[src/rtl/isp_pkg.sv]
package isp_pkg;

  typedef enum logic [3:0] {
    S_IDLE,
    S_PWR,
    S_EN,
    S_PULSE,
    S_WORD,
    S_LLO,
    S_LHI,
    S_WPG,
    S_POLL,
    S_TOUT
  } isp_state_e;

  localparam logic [7:0] OP_EN_A    = 8'hAC;
  localparam logic [7:0] OP_EN_B    = 8'h53;
  localparam logic [7:0] OP_LD_LO   = 8'h40;
  localparam logic [7:0] OP_LD_HI   = 8'h48;
  localparam logic [7:0] OP_WR_PAGE = 8'h4C;
  localparam logic [7:0] OP_RD_LO   = 8'h20;
  localparam logic [7:0] OP_RD_HI   = 8'h28;
  localparam logic [7:0] BYTE_BLANK = 8'hFF;

  function automatic logic [31:0] pack4(input logic [7:0] b0, input logic [7:0] b1,
                                        input logic [7:0] b2, input logic [7:0] b3);
    return {b0, b1, b2, b3};
  endfunction

endpackage

[src/rtl/isp_frame.sv]
// Serial engine: shifts one 32-bit frame, MSB first, SCK idle low.
module isp_frame #(
  parameter int SCK_HALF = 2
) (
  input  logic        clk,
  input  logic        rst_n,
  input  logic        start,
  input  logic [31:0] tx,
  input  logic        miso,
  output logic        busy,
  output logic        done,
  output logic [15:0] rx,
  output logic        sck,
  output logic        mosi
);
  localparam int HALF = (SCK_HALF < 2) ? 2 : SCK_HALF;
  localparam int HW   = $clog2(HALF + 1);

  logic [HW-1:0] hcnt;
  logic [4:0]    nbit;
  logic [31:0]   sh;
  logic [15:0]   rxr;
  logic          act, sck_r, done_r;

  always_ff @(posedge clk or negedge rst_n) begin
    if (!rst_n) begin
      hcnt   <= '0;
      nbit   <= '0;
      sh     <= '0;
      rxr    <= '0;
      act    <= 1'b0;
      sck_r  <= 1'b0;
      done_r <= 1'b0;
    end else begin
      done_r <= 1'b0;
      if (!act) begin
        if (start) begin
          act   <= 1'b1;
          sh    <= tx;
          nbit  <= '0;
          hcnt  <= '0;
          sck_r <= 1'b0;
        end
      end else if (hcnt == HW'(HALF - 1)) begin
        hcnt <= '0;
        if (!sck_r) begin
          sck_r <= 1'b1;
          rxr   <= {rxr[14:0], miso};
        end else begin
          sck_r <= 1'b0;
          sh    <= {sh[30:0], 1'b0};
          if (nbit == 5'd31) begin
            act    <= 1'b0;
            done_r <= 1'b1;
          end else begin
            nbit <= nbit + 5'd1;
          end
        end
      end else begin
        hcnt <= hcnt + HW'(1);
      end
    end
  end

  assign busy = act;
  assign done = done_r;
  assign rx   = rxr;
  assign sck  = sck_r;
  assign mosi = sh[31];

  // data to the target holds across every high phase of the clock
  a_r3_mosi_hold: assert property (@(posedge clk) disable iff (!rst_n)
    (sck_r && $past(sck_r)) |-> $stable(sh[31]));
  // serial clock is low whenever no frame is in flight
  a_r3_sck_idle_low: assert property (@(posedge clk) disable iff (!rst_n)
    !act |-> !sck_r);
  // a frame ends with the clock low
  a_r3_end_low: assert property (@(posedge clk) disable iff (!rst_n)
    done_r |-> (!sck_r && !act));

endmodule

[src/rtl/isp_wait_timer.sv]
// Elapsed-cycle counter, restarted by a pulse, saturating at all ones.
module isp_wait_timer #(
  parameter int W = 8
) (
  input  logic         clk,
  input  logic         rst_n,
  input  logic         restart,
  output logic [W-1:0] cnt
);
  always_ff @(posedge clk or negedge rst_n) begin
    if (!rst_n)               cnt <= '0;
    else if (restart)         cnt <= '0;
    else if (cnt != {W{1'b1}}) cnt <= cnt + W'(1);
  end

  a_r2_restart_clears: assert property (@(posedge clk) disable iff (!rst_n)
    restart |=> (cnt == '0));
endmodule

[src/rtl/isp_poll_pick.sv]
// Remembers the first non-blank byte of the page, in load order.
module isp_poll_pick #(
  parameter int IW = 5
) (
  input  logic          clk,
  input  logic          rst_n,
  input  logic          clr,
  input  logic          take,
  input  logic [IW-1:0] idx,
  input  logic [15:0]   data,
  output logic          have,
  output logic          hi,
  output logic [IW-1:0] sel_idx,
  output logic [7:0]    val
);
  import isp_pkg::*;

  always_ff @(posedge clk or negedge rst_n) begin
    if (!rst_n) begin
      have    <= 1'b0;
      hi      <= 1'b0;
      sel_idx <= '0;
      val     <= '0;
    end else if (clr) begin
      have <= 1'b0;
    end else if (take && !have) begin
      if (data[7:0] != BYTE_BLANK) begin
        have    <= 1'b1;
        hi      <= 1'b0;
        sel_idx <= idx;
        val     <= data[7:0];
      end else if (data[15:8] != BYTE_BLANK) begin
        have    <= 1'b1;
        hi      <= 1'b1;
        sel_idx <= idx;
        val     <= data[15:8];
      end
    end
  end

  // once chosen, the polled byte does not move until the next run
  a_r9_pick_sticks: assert property (@(posedge clk) disable iff (!rst_n)
    (have && !clr) |=> (have && $stable(val) && $stable(sel_idx) && $stable(hi)));
  // a chosen byte is never the blank value
  a_r9_pick_nonblank: assert property (@(posedge clk) disable iff (!rst_n)
    have |-> (val != BYTE_BLANK));
endmodule

[src/rtl/isp_page_writer.sv]
module isp_page_writer #(
  parameter int ADDR_W     = 16,
  parameter int PAGE_BITS  = 5,
  parameter int SCK_HALF   = 2,
  parameter int PWR_WAIT   = 5000000,
  parameter int RST_PULSE  = 500,
  parameter int FLASH_WAIT = 1125000,
  parameter int MAX_RETRY  = 4
) (
  input  logic                        clk,
  input  logic                        rst_n,
  input  logic                        start,
  input  logic [ADDR_W-PAGE_BITS-1:0] page_num,
  input  logic                        wd_valid,
  output logic                        wd_ready,
  input  logic [15:0]                 wd_data,
  output logic                        busy,
  output logic                        done,
  output logic                        err,
  output logic                        isp_rst,
  output logic                        isp_sck,
  output logic                        isp_mosi,
  input  logic                        isp_miso
);
  import isp_pkg::*;

  localparam int PN_W  = ADDR_W - PAGE_BITS;
  localparam int TMAX0 = (PWR_WAIT > RST_PULSE) ? PWR_WAIT : RST_PULSE;
  localparam int TMAX  = (TMAX0 > FLASH_WAIT) ? TMAX0 : FLASH_WAIT;
  localparam int TW    = $clog2(TMAX + 2);
  localparam int RW    = $clog2(MAX_RETRY + 2);
  localparam logic [PAGE_BITS-1:0] LAST_IDX = {PAGE_BITS{1'b1}};

  isp_state_e          state;
  logic [PN_W-1:0]     pg;
  logic [PAGE_BITS-1:0] widx;
  logic [15:0]         word;
  logic [RW-1:0]       tries;
  logic                issued, rst_pin, done_r, err_r, tm_restart;

  logic                fr_start, fr_busy, fr_done;
  logic [31:0]         fr_tx;
  logic [15:0]         fr_rx;
  logic [TW-1:0]       tm_cnt;
  logic                pk_have, pk_hi;
  logic [PAGE_BITS-1:0] pk_idx;
  logic [7:0]          pk_val;
  logic [15:0]         page16, poll16;
  logic                frame_state, take_word, start_run;

  assign page16    = 16'({pg, {PAGE_BITS{1'b0}}});
  assign poll16    = 16'({pg, pk_idx});
  assign take_word = (state == S_WORD) && wd_valid;
  assign start_run = (state == S_IDLE) && start;

  always_comb begin
    fr_tx = '0;
    unique case (state)
      S_EN:    fr_tx = pack4(OP_EN_A, OP_EN_B, 8'h00, 8'h00);
      S_LLO:   fr_tx = pack4(OP_LD_LO, 8'h00, 8'(widx), word[7:0]);
      S_LHI:   fr_tx = pack4(OP_LD_HI, 8'h00, 8'(widx), word[15:8]);
      S_WPG:   fr_tx = pack4(OP_WR_PAGE, page16[15:8], page16[7:0], 8'h00);
      S_POLL:  fr_tx = pack4(pk_hi ? OP_RD_HI : OP_RD_LO, poll16[15:8], poll16[7:0], 8'h00);
      default: fr_tx = '0;
    endcase
  end

  assign frame_state = (state == S_EN) || (state == S_LLO) || (state == S_LHI) ||
                       (state == S_WPG) || (state == S_POLL);
  assign fr_start    = frame_state && !issued;

  always_ff @(posedge clk or negedge rst_n) begin
    if (!rst_n) begin
      state      <= S_IDLE;
      pg         <= '0;
      widx       <= '0;
      word       <= '0;
      tries      <= '0;
      issued     <= 1'b0;
      rst_pin    <= 1'b1;
      done_r     <= 1'b0;
      err_r      <= 1'b0;
      tm_restart <= 1'b0;
    end else begin
      done_r     <= 1'b0;
      tm_restart <= 1'b0;
      if (fr_start) issued <= 1'b1;
      unique case (state)
        S_IDLE: begin
          rst_pin <= 1'b1;
          if (start) begin
            pg         <= page_num;
            tries      <= '0;
            err_r      <= 1'b0;
            rst_pin    <= 1'b0;
            tm_restart <= 1'b1;
            state      <= S_PWR;
          end
        end
        S_PWR: begin
          if (!tm_restart && (tm_cnt >= TW'(PWR_WAIT - 1))) begin
            issued <= 1'b0;
            state  <= S_EN;
          end
        end
        S_EN: begin
          if (issued && fr_done) begin
            issued <= 1'b0;
            if (fr_rx[15:8] == OP_EN_B) begin
              widx  <= '0;
              state <= S_WORD;
            end else if (tries == RW'(MAX_RETRY)) begin
              err_r   <= 1'b1;
              done_r  <= 1'b1;
              rst_pin <= 1'b1;
              state   <= S_IDLE;
            end else begin
              tries      <= tries + RW'(1);
              rst_pin    <= 1'b1;
              tm_restart <= 1'b1;
              state      <= S_PULSE;
            end
          end
        end
        S_PULSE: begin
          if (!tm_restart && (tm_cnt >= TW'(RST_PULSE - 1))) begin
            rst_pin    <= 1'b0;
            tm_restart <= 1'b1;
            state      <= S_PWR;
          end
        end
        S_WORD: begin
          if (wd_valid) begin
            word   <= wd_data;
            issued <= 1'b0;
            state  <= S_LLO;
          end
        end
        S_LLO: begin
          if (issued && fr_done) begin
            issued <= 1'b0;
            state  <= S_LHI;
          end
        end
        S_LHI: begin
          if (issued && fr_done) begin
            issued <= 1'b0;
            if (widx == LAST_IDX) begin
              state <= S_WPG;
            end else begin
              widx  <= widx + PAGE_BITS'(1);
              state <= S_WORD;
            end
          end
        end
        S_WPG: begin
          if (issued && fr_done) begin
            issued <= 1'b0;
            if (pk_have) begin
              state <= S_POLL;
            end else begin
              tm_restart <= 1'b1;
              state      <= S_TOUT;
            end
          end
        end
        S_POLL: begin
          if (issued && fr_done) begin
            issued <= 1'b0;
            if (fr_rx[7:0] == pk_val) begin
              done_r  <= 1'b1;
              rst_pin <= 1'b1;
              state   <= S_IDLE;
            end
          end
        end
        S_TOUT: begin
          if (!tm_restart && (tm_cnt >= TW'(FLASH_WAIT - 1))) begin
            done_r  <= 1'b1;
            rst_pin <= 1'b1;
            state   <= S_IDLE;
          end
        end
        default: state <= S_IDLE;
      endcase
    end
  end

  isp_frame #(.SCK_HALF(SCK_HALF)) u_frame (
    .clk   (clk),
    .rst_n (rst_n),
    .start (fr_start),
    .tx    (fr_tx),
    .miso  (isp_miso),
    .busy  (fr_busy),
    .done  (fr_done),
    .rx    (fr_rx),
    .sck   (isp_sck),
    .mosi  (isp_mosi)
  );

  isp_wait_timer #(.W(TW)) u_timer (
    .clk     (clk),
    .rst_n   (rst_n),
    .restart (tm_restart),
    .cnt     (tm_cnt)
  );

  isp_poll_pick #(.IW(PAGE_BITS)) u_pick (
    .clk     (clk),
    .rst_n   (rst_n),
    .clr     (start_run),
    .take    (take_word),
    .idx     (widx),
    .data    (wd_data),
    .have    (pk_have),
    .hi      (pk_hi),
    .sel_idx (pk_idx),
    .val     (pk_val)
  );

  assign wd_ready = (state == S_WORD);
  assign busy     = (state != S_IDLE);
  assign done     = done_r;
  assign err      = err_r;
  assign isp_rst  = rst_pin;

  // no serial clock during the power-up wait or the reset pulse
  a_r2_quiet_wait: assert property (@(posedge clk) disable iff (!rst_n)
    ((state == S_PWR) || (state == S_PULSE)) |-> !isp_sck);
  // a reset pulse follows only a frame whose echo was wrong
  a_r4_pulse_after_bad_echo: assert property (@(posedge clk) disable iff (!rst_n)
    ($rose(rst_pin) && (state == S_PULSE)) |-> ($past(fr_done) && ($past(fr_rx[15:8]) != OP_EN_B)));
  // error flag rises only together with done
  a_r5_err_with_done: assert property (@(posedge clk) disable iff (!rst_n)
    $rose(err_r) |-> done_r);
  // high byte load is entered only from the low byte load
  a_r6_low_first: assert property (@(posedge clk) disable iff (!rst_n)
    (state == S_LHI) |-> (($past(state) == S_LLO) || ($past(state) == S_LHI)));
  // no word accepted while a frame is shifting
  a_r7_no_accept_while_framing: assert property (@(posedge clk) disable iff (!rst_n)
    wd_ready |-> !fr_busy);
  // while the write is pending only read frames start
  a_r11_reads_only: assert property (@(posedge clk) disable iff (!rst_n)
    ((state == S_POLL) && fr_start) |-> ((fr_tx[31:24] == OP_RD_LO) || (fr_tx[31:24] == OP_RD_HI)));
  // done releases the target and drops busy
  a_r12_done_release: assert property (@(posedge clk) disable iff (!rst_n)
    done_r |-> (rst_pin && !busy));

endmodule

[config.mk]
export PLATFORM = sky130hd
export DESIGN_NAME = isp_page_writer
export DESIGN_NICKNAME = d
export VERILOG_FILES = /design/src/rtl/isp_pkg.sv /design/src/rtl/isp_frame.sv /design/src/rtl/isp_wait_timer.sv /design/src/rtl/isp_poll_pick.sv /design/src/rtl/isp_page_writer.sv
export SDC_FILE = /design/constraint.sdc
export NUM_CORES = 1
export LEC_CHECK = 0
export BUFFER_PORTS_ARGS = -buffer_cell sky130_fd_sc_hd__clkbuf_2
export CAP_MARGIN = 0
export CORE_ASPECT_RATIO = 1.75
export CORE_MARGIN = 5
export CORE_UTILIZATION = 35
export DETAILED_ROUTE_END_ITERATION = 7
export PLACE_DENSITY = 0.62
export SLEW_MARGIN = 20
export SYNTH_ARGS = -nofsm -noshare
export SYNTH_HDL_FRONTEND = slang
export SYNTH_SLANG_ARGS = --single-unit
[constraint.sdc]
create_clock -name clk -period 2.51 [get_ports clk]
set_input_delay 0.251 -clock clk [delete_from_list [all_inputs] [get_ports clk]]
set_output_delay 0.251 -clock clk [all_outputs]
set_load 0.005 [all_outputs]
[After elaboration in Yosys (flattened, before gate mapping)]
Cells that the tools add are included.
Storage, ports and cells
  register bits: 140
  output and inout port bits: 7
  input port bits: 32
Cells by class
  $add $sub $neg: 5
  multiplexer cells: 97
  equality and inequality tests: 37
  bitwise logic cells: 2
  reduce and logical (&&, ||, !) cells: 39
  order comparisons: 3
Operators by type and width (count)
  32-bit case mux with 5 select lines: 1
  32-bit 2-to-1 mux: 4
  5-bit 2-to-1 mux: 11
  4-bit 2-to-1 mux: 12
  1-bit 2-to-1 mux: 47
  23-bit 2-to-1 mux: 2
  4-bit case mux with 10 select lines: 1
  23-bit by 1-bit adder with 23-bit output (second input constant): 1
  23-bit by 21-bit greater-or-equal comparator with 1-bit output (second input constant): 1
  23-bit greater-or-equal comparator (second input constant): 1
  23-bit by 9-bit greater-or-equal comparator with 1-bit output (second input constant): 1
  23-bit != test (second input constant): 1
  2-bit != test (second input constant): 11
  4-bit by 3-bit == test with 1-bit output (second input constant): 4
  8-bit 2-to-1 mux: 2
  2-bit by 1-bit != test with 1-bit output (second input constant): 8
  8-bit != test (second input constant): 2
  3-bit 2-to-1 mux: 5
  5-bit AND reduction: 3
  2-bit nonzero test: 6
  11-bit AND reduction: 1
  5-bit by 1-bit adder with 5-bit output (second input constant): 2
  5-bit == test (second input constant): 2
  2-bit 2-to-1 mux: 5
  28 further kinds: 49

[Longest topological paths before layout]
Gate-level depths: netlist of the first run.
  depth after elaboration: 9
  mapped depth: 9
  depth with buffers taken out: 7

[Modules after synthesis]
A second synthesis of the first run with hierarchy kept.
Unflattened totals
  cells, all modules: 794
  area, all modules: 7712.4 um2
Modules (own cells, without submodules)
  isp_page_writer: times used 1, cells an instance 360, area each 2877.8 um2
  isp_frame: times used 1, cells an instance 224, area each 2607.5 um2
  isp_wait_timer: times used 1, cells an instance 150, area each 1544.0 um2
  isp_poll_pick: times used 1, cells an instance 60, area each 683.2 um2

[Worst setup path after synthesis of the first run]
No wires, ideal clock.
  kind: register to register
  start point: register u_timer.cnt[16]
  end point: register state[0]
  setup time: 128 ps
  setup slack: 363 ps
  stages on the path, launching flop included: 7
  buffers on the path: 0
  data arrival time: 2019 ps
  path through: dfrtp_1 a2111o_1 a211o_1 a311oi_1 a21oi_1 o211ai_2 mux2_1
On the way
  word-level cells in the longest chain between the ends: 4
  elaborated cells on any way between the ends: 10
  those cells by class: 3 x order compare; 3 x eq/ne; 4 x reduce/logical
Ends and longest elaborated chain
  from (decl): line isp_wait_timer.sv:8  | output logic [W-1:0] cnt
  from (signal assigned): line isp_wait_timer.sv:13  | else if (cnt != {W{1'b1}}) cnt <= cnt + W'(1);
  23-bit by 21-bit greater-or-equal comparator with 1-bit output (tied with other cells): line isp_page_writer.sv:178  | if (!tm_restart && (tm_cnt >= TW'(FLASH_WAIT - 1))) begin
  1-bit logical AND (on tied branches): line isp_page_writer.sv:178, isp_page_writer.sv:101, isp_page_writer.sv:126
  2-bit != test (no source line)
  11-bit AND reduction (no source line) (*)
  to (signal assigned): line isp_page_writer.sv:173  | state <= S_IDLE;
  to (signal assigned): line isp_page_writer.sv:181  | state <= S_IDLE;
  to (signal assigned): line isp_page_writer.sv:184  | default: state <= S_IDLE;
  to (decl): line isp_page_writer.sv:34  | isp_state_e state;
Mark *: on every way between the ends. The rest lies on a longest branch, timed or not.
A chain may end at the register's enable or synchronous reset.

[Worst setup path in the final report of the first run]
  start point: register u_timer.cnt[16]
  end point: register state[1]
The elaborated chain is that of the path after synthesis.

==> results.yml, run 1 <==
critical_path:
  end_kind: "register"
  required_ns: 2.82
  max_stage_delay_ns: 0.44
  worstPathArrival_ns: 2.59
  start_kind: "register"
  cp_max_fo: 7
  worstPathCellList: "a2111o_1, a211o_1, a311oi_1, a21oi_1, o211ai_2, mux2_1"
  crit_type: "reg -> reg"
  crit_slowest_cell: "dfrtp_1"
floorplanning:
  fp-row-count: 68
  ioPinCount: 39
  dieArea_um2: 22900
  dieHeight_um: 197
  start_util_pct: 35.4
  core_um2: 19700
  die_w_um: 117
cts:
  clock-sinks: 140
  cts_max_level: 4
  cts_buffers: 17
  cts_setup_buffers: 0
  clock_latency_ns: 0.42
  cts_tree: "yes"
  cts_resized: 0
  clkTransAtPathRegs_ns: 0.06
  clock_path_buffers: 2
  clock-root-buffer: "clkbuf_16"
sta:
  tightest_slew_ns: 0.716
  final_max_slew_viol_count: 0
  totalNegativeSetupSlack_ns: 0
  clock_skew_ns: 0.00486
  fmax_mhz: 438
  min_period_ns: 2.28
  setup_slack_ns: 0.229
  setup_viol: 0
  relSlewSlack_pct: 52.2
  rsz0062_at_grt: "false"
  hold_viol: 0
  post-route-period-util_pct: 90.9
yosys:
  synth_nets: 760
  synth_edf_count: 0
  synthTopCellsByArea: "dfrtp_1 50%, nor2_1 5.9%, nand2_1 5.3%, mux2_2 3.6%, a221oi_1 2.9%"
  ys_types: 66
  synth_area_um2: 6970
  yosys-top-cells-count: "139 x dfrtp_1, 109 x nor2_1, 99 x nand2_1, 28 x o21ai_1, 24 x clkbuf_1"
  syn-instance-count: 721
  synth_top_area_share_pct: 49.9
  syn_area_per_cell_um2: 9.66
  ys_seq_elements: 140
  async_flop_share_pct: 100
  yosys_warnings: 0
  seq_area_frac_synth_pct: 50.3
  synth_flop_cell: "dfrtp_1"
  synth_top_cell_by_area: "dfrtp_1"
  synth_most_common_cell: "dfrtp_1"
placement:
  preCtsSetupSlack_ns: 0.248
  dp_cells: 999
  dp_hpwl_mm: 12.0
  io_buffers: 38
  gp_congestion: 0.924
routing:
  postRouteAntennaNets: 0
  drt_wl_total_mm: 16.8
  dr.pass1.iters: 4
  route.detailed.drc: 0
  avgRoutedWirePerCell_um: 16.3
  viasPerCell: 5.38
  vias: 5565
  drtIter0Drc: 212
global_routing:
  gr-usage-all-layers_pct: 16.0
  grt_max_degree: 68
  grt_first_pass_wirelength_mm: 29.1
  grt_antenna_before_repair: 0
  grt_pass1_vias: 5810
  overflow: 0
power:
  finalPower_mw: 8.04
  powerDensity_nw_per_um2: 975
  vdd.ir_drop.worst_uv: 523
  leakage_nw: 3.66
finish:
  antenna_cells: 0
  final_util_pct: 41.9
  layout-drive-gt1-share_pct: 17.0
  final_cells: 1035
  area_growth_pct: 18.3
  finalNetCount: 818
worst_hold_path:
  hold_path.class: "in -> reg"
flow_run:
  maxCapViolCount: 0
status:
  status: "finished, final reports clean"
[logic make-up after synthesis]
group | count (synthesis) | synth area share, %
AND/OR/NAND/NOR | 313 | 20.9
AO/OA/AOI/OAI | 141 | 14.0
adder cells (fa/ha/maj) | 7 | 1.26
buffers and inverters | 46 | 2.68
XOR/XNOR | 29 | 3.65
flip-flops | 140 | 50.3
multiplexers | 45 | 7.15
[metal layers]
| layer | routed length [µm] | GRT usage [%] |
|---|---|---|
| met5 | 0 | 0 |
| met3 | 584 | 3.47 |
| met4 | 487 | 6.97 |
| met2 | 9170 | 28.4 |
| met1 | 6590 | 18.2 |
[where the power goes]
part / switching, mW / internal [mW] / leakage, nW / total, mW
clock network: 0.970 / 1.61 / 0.288 / 2.58
logic: 1.26 / 0.975 / 1.59 / 2.24
registers: 0.407 / 2.81 / 1.79 / 3.22
[through the flow]
step                cell area, µm²  hold slack (ns)
floorplan                     6970          -0.0446
global placement              7580            0.229
detailed placement            7580            0.237
CTS                           8240         0.000258
global route                  8240           0.0175
finish                        8240           0.0187
[repair_timing]
action | in CTS | in global routing
hold buffers | 6 | 0
endpoints found under the hold margin | 48 | 0
setup endpoints to repair | 0 | 0
[placed cells by master (no fill, tap or decap), drive strengths merged, types with 6 or more instances in the layout]
master / count
mux2: 38
nor2: 109
buf: 32
o21ai: 39
o31ai: 6
nand3: 23
nand4: 19
mux2i: 7
a221oi: 23
xnor2: 14
ha: 7
xor2: 15
nand2b: 8
nand2: 99
nor3: 16
dfrtp: 139
a21oi: 23
a22o: 12
nor4: 6
clkbuf: 57
and2: 6
dlygate4sd3: 6
inv: 10
[worst paths after layout]
path / startpoint / endpoint / slack (ns) / cells past startpoint
hold / removal: page_num[6] / pg[6]$_DFFE_PN0P_ / 0.02 / 3
setup / recovery: u_timer.cnt[16]$_DFFE_PN0P_ / state[1]$_DFFE_PN0P_ / 0.23 / 6
setup reg to reg: u_timer.cnt[16]$_DFFE_PN0P_ / state[1]$_DFFE_PN0P_ / 0.23 / 6
hold reg to reg: u_frame.sh[25]$_DFFE_PN0P_ / u_frame.sh[25]$_DFFE_PN0P_ / 0.47 / 2
min in group asynchronous: rst_n / u_pick.val[5]$_DFFE_PN0P_ / 0.34 / 2
max in group asynchronous: rst_n / u_frame.nbit[1]$_DFFE_PN0P_ / 1.46 / 3
[worst max-delay path: cells and delay by family, from the launching register on]
kind / cells / cell delay [ns]
mux: 1 / 0.35
flops: 1 / 0.44
compound gates: 5 / 1.38
[registers in the layout, indices dropped and copies added, names as in the netlist, 2 cells and up]
register and count:
pg 11, state 4, tries 3, u_frame.hcnt 2, u_frame.nbit 5, u_frame.rx 16, u_frame.sh 32, u_pick.sel_idx 5
u_pick.val 8, u_timer.cnt 23, widx 5, word 16
[area by class of cell]
| type | instances | area [µm²] |
|---|---|---|
| clock buffer | 20 | 457 |
| fill | 1911 | 11400 |
| timing repair buffer | 75 | 514 |
| clock inverter | 10 | 141 |
| tap | 245 | 307 |
| inverter | 10 | 37.5 |
| multi-input combinational | 535 | 3280 |
| sequential | 140 | 3500 |
Power figures use the tool's default switching activity.
==> run 2: changes to the inputs <==
--- a/config.mk
+++ b/config.mk
@@ -11,7 +11,7 @@
 export CORE_MARGIN = 5
 export CORE_UTILIZATION = 35
 export DETAILED_ROUTE_END_ITERATION = 7
-export PLACE_DENSITY = 0.62
+export PLACE_DENSITY = 0.63
 export SLEW_MARGIN = 20
 export SYNTH_ARGS = -nofsm -noshare
 export SYNTH_HDL_FRONTEND = slang
==> constraint.sdc (replaced) <==
create_clock -name clk -period 1.9 [get_ports clk]
set_input_delay 0.19 -clock clk [delete_from_list [all_inputs] [get_ports clk]]
set_output_delay 0.19 -clock clk [all_outputs]
set_load 0.005 [all_outputs]
==> run 2 against run 1 <==
The run now ends with negative setup slack left; clock power increased by 28%; worst hold slack got worse by 0.0054 ns; power increased by 48%; clock-buffer cell count unchanged; final cell count increased by 12%; sequential share of layout area decreased by 6.8 points; combinational power increased by 93%; setup slack got worse by 0.50 ns; via count increased by 9.8%.
==> results.yml, run 2 (synthesized netlist as in run 1, its figures left out) <==
status:
  status: "finished, violations left"
  violations: "negative setup slack"
cts:
  clock-root-buffer: "clkbuf_16"
  cts_buffers: 17
  clock_latency_ns: 0.42
  cts_tree: "yes"
  cts_max_level: 4
  clock-sinks: 140
  clkTransAtPathRegs_ns: 0.06
  clock_path_buffers: 2
worst_hold_path:
  hold_path.class: "in -> reg"
finish:
  top_register: "u_frame.sh"
  num-fill-cells: 1715
  layout-drive-gt1-share_pct: 36.6
  finalNetCount: 939
  area_growth_pct: 41.0
  layout_common_cells: "135 x dfrtp_1, 120 x buf_4, 97 x nor2_1"
  antenna_cells: 0
  mostFrequentLayoutCell: "dfrtp_1"
  largest_register_ffs: 32
  largestRegisters: "u_frame.sh: 32 flops, u_timer.cnt: 23 flops"
power:
  vdd.ir_drop.worst_uv: 868
  powerDensity_nw_per_um2: 1210
  leakage_nw: 4.39
floorplanning:
  core_um2: 19700
  dieHeight_um: 197
  dieArea_um2: 22900
  start_util_pct: 35.4
  die_w_um: 117
  ioPinCount: 39
  fp-row-count: 68
placement:
  preCtsSetupSlack_ns: -0.261
  dp_hpwl_mm: 13.2
  io_buffers: 38
  gp_congestion: 0.876
sta:
  setup_viol: 30
  relSlewSlack_pct: 60.5
  final_max_slew_viol_count: 0
  rsz0062_at_grt: "true"
  min_period_ns: 2.17
  tightest_slew_ns: 0.591
  setup_slack_ns: -0.273
  post-route-period-util_pct: 114
  clock_skew_ns: 0.0124
  hold_viol: 0
  fmax_mhz: 460
  worst_hold_slack_ns: 0.0133
critical_path:
  worstPathArrival_ns: 2.47
  end_kind: "register"
  start_kind: "register"
  cp_max_fo: 3
  required_ns: 2.19
  crit_type: "reg -> reg"
routing:
  route.detailed.drc: 0
  drtIter0Drc: 269
  postRouteAntennaNets: 0
  vias: 6111
  dr.pass1.iters: 4
  avgRoutedWirePerCell_um: 16.9
  drt_wl_total_mm: 19.6
  viasPerCell: 5.28
flow_run:
  maxCapViolCount: 0
global_routing:
  grt_max_degree: 42
  grt_first_pass_wirelength_mm: 31.8
  grt_antenna_before_repair: 0
  gr-usage-all-layers_pct: 17.5
  overflow: 0
  grt_pass1_vias: 6460
[run 2: changes by cell type in the layout (fill, tap and decap cells not counted), sizes merged]
cell and delta:
dlygate4sd3 +7, clkinvlp +4, bufbuf +2, buf +112
bufinv -1, inv +1, clkinv -2
[run 2: worst paths after layout]
| path | start | slack, ns | depth (start not counted) | end |
|---|---|---|---|---|
| hold reg to reg | u_frame.sh[24]$_DFFE_PN0P_ | 0.47 | 2 | u_frame.sh[24]$_DFFE_PN0P_ |
| setup / recovery | u_timer.cnt[19]$_DFFE_PN0P_ | -0.27 | 6 | state[1]$_DFFE_PN0P_ |
| setup reg to reg | u_timer.cnt[19]$_DFFE_PN0P_ | -0.27 | 6 | state[1]$_DFFE_PN0P_ |
| min in group asynchronous | rst_n | 0.26 | 2 | u_frame.rx[15]$_DFFE_PN0P_ |
| max in group asynchronous | rst_n | 0.94 | 3 | isp_rst$_DFFE_PN1P_ |
| hold / removal | wd_data[14] | 0.01 | 2 | word[14]$_DFFE_PN0P_ |
[run 2: through the flow]
step           instances  TNS (ns)  area [µm²]  utilization (%)  total power [mW]
6_report            1158     -1.60        9820             50.0              11.9
5_1_grt             1158     -5.85        9820             50.0              12.6
4_1_cts             1149     -1.47        9430             48.0              11.7
3_5_place_dp        1086     -4.32        8300             42.2              7.78
3_3_place_gp        1086     -3.33        8300             42.2              7.72
2_1_floorplan        721    -0.555        7020                -              6.36
[run 2: repair_timing]
action	CTS	global route
resized for setup	47	67
cloned	4	0
pin swaps	9	26
endpoints found under the setup margin	56	76
hold buffers	13	0
hold endpoints to repair	49	0
setup buffers	14	10
[run 2: layout make-up]
cell class                      count  area [µm²]  share of cell area, %
Tap cell                          245         307                   3.12
Sequential cell                   140        3510                   35.7
Multi-Input combinational cell    535        3800                   38.7
Clock inverter                     12         140                   1.43
Timing Repair Buffer              196        1590                   16.1
Clock buffer                       20         447                   4.55
Inverter                           10        37.5                  0.382
[run 2: routing by layer]
metal	track usage (%)	vias up	routed length, µm	part of all wire, %
met5	0	-	0	0
met4	8.80	0	698	3.6
met3	2.89	44	466	2.4
met2	31.8	121	10900	56
met1	19.3	2996	7500	38
li1	-	2950	-	-
[run 2: power by group]
part | total (mW) | switching [mW] | internal (mW)
Clock | 3.30 | 1.32 | 1.98
Sequential | 4.28 | 0.558 | 3.72
Combinational | 4.33 | 2.17 | 2.16
Total | 11.9 | 4.04 | 7.86
[run 2: critical path: stages (launching register included)]
cell,delay [ns]
dfrtp_1,0.41
a2111o_1,0.40
a211o_1,0.33
a311oi_2,0.22
a21oi_1,0.12
o211ai_2,0.24
mux2_1,0.34
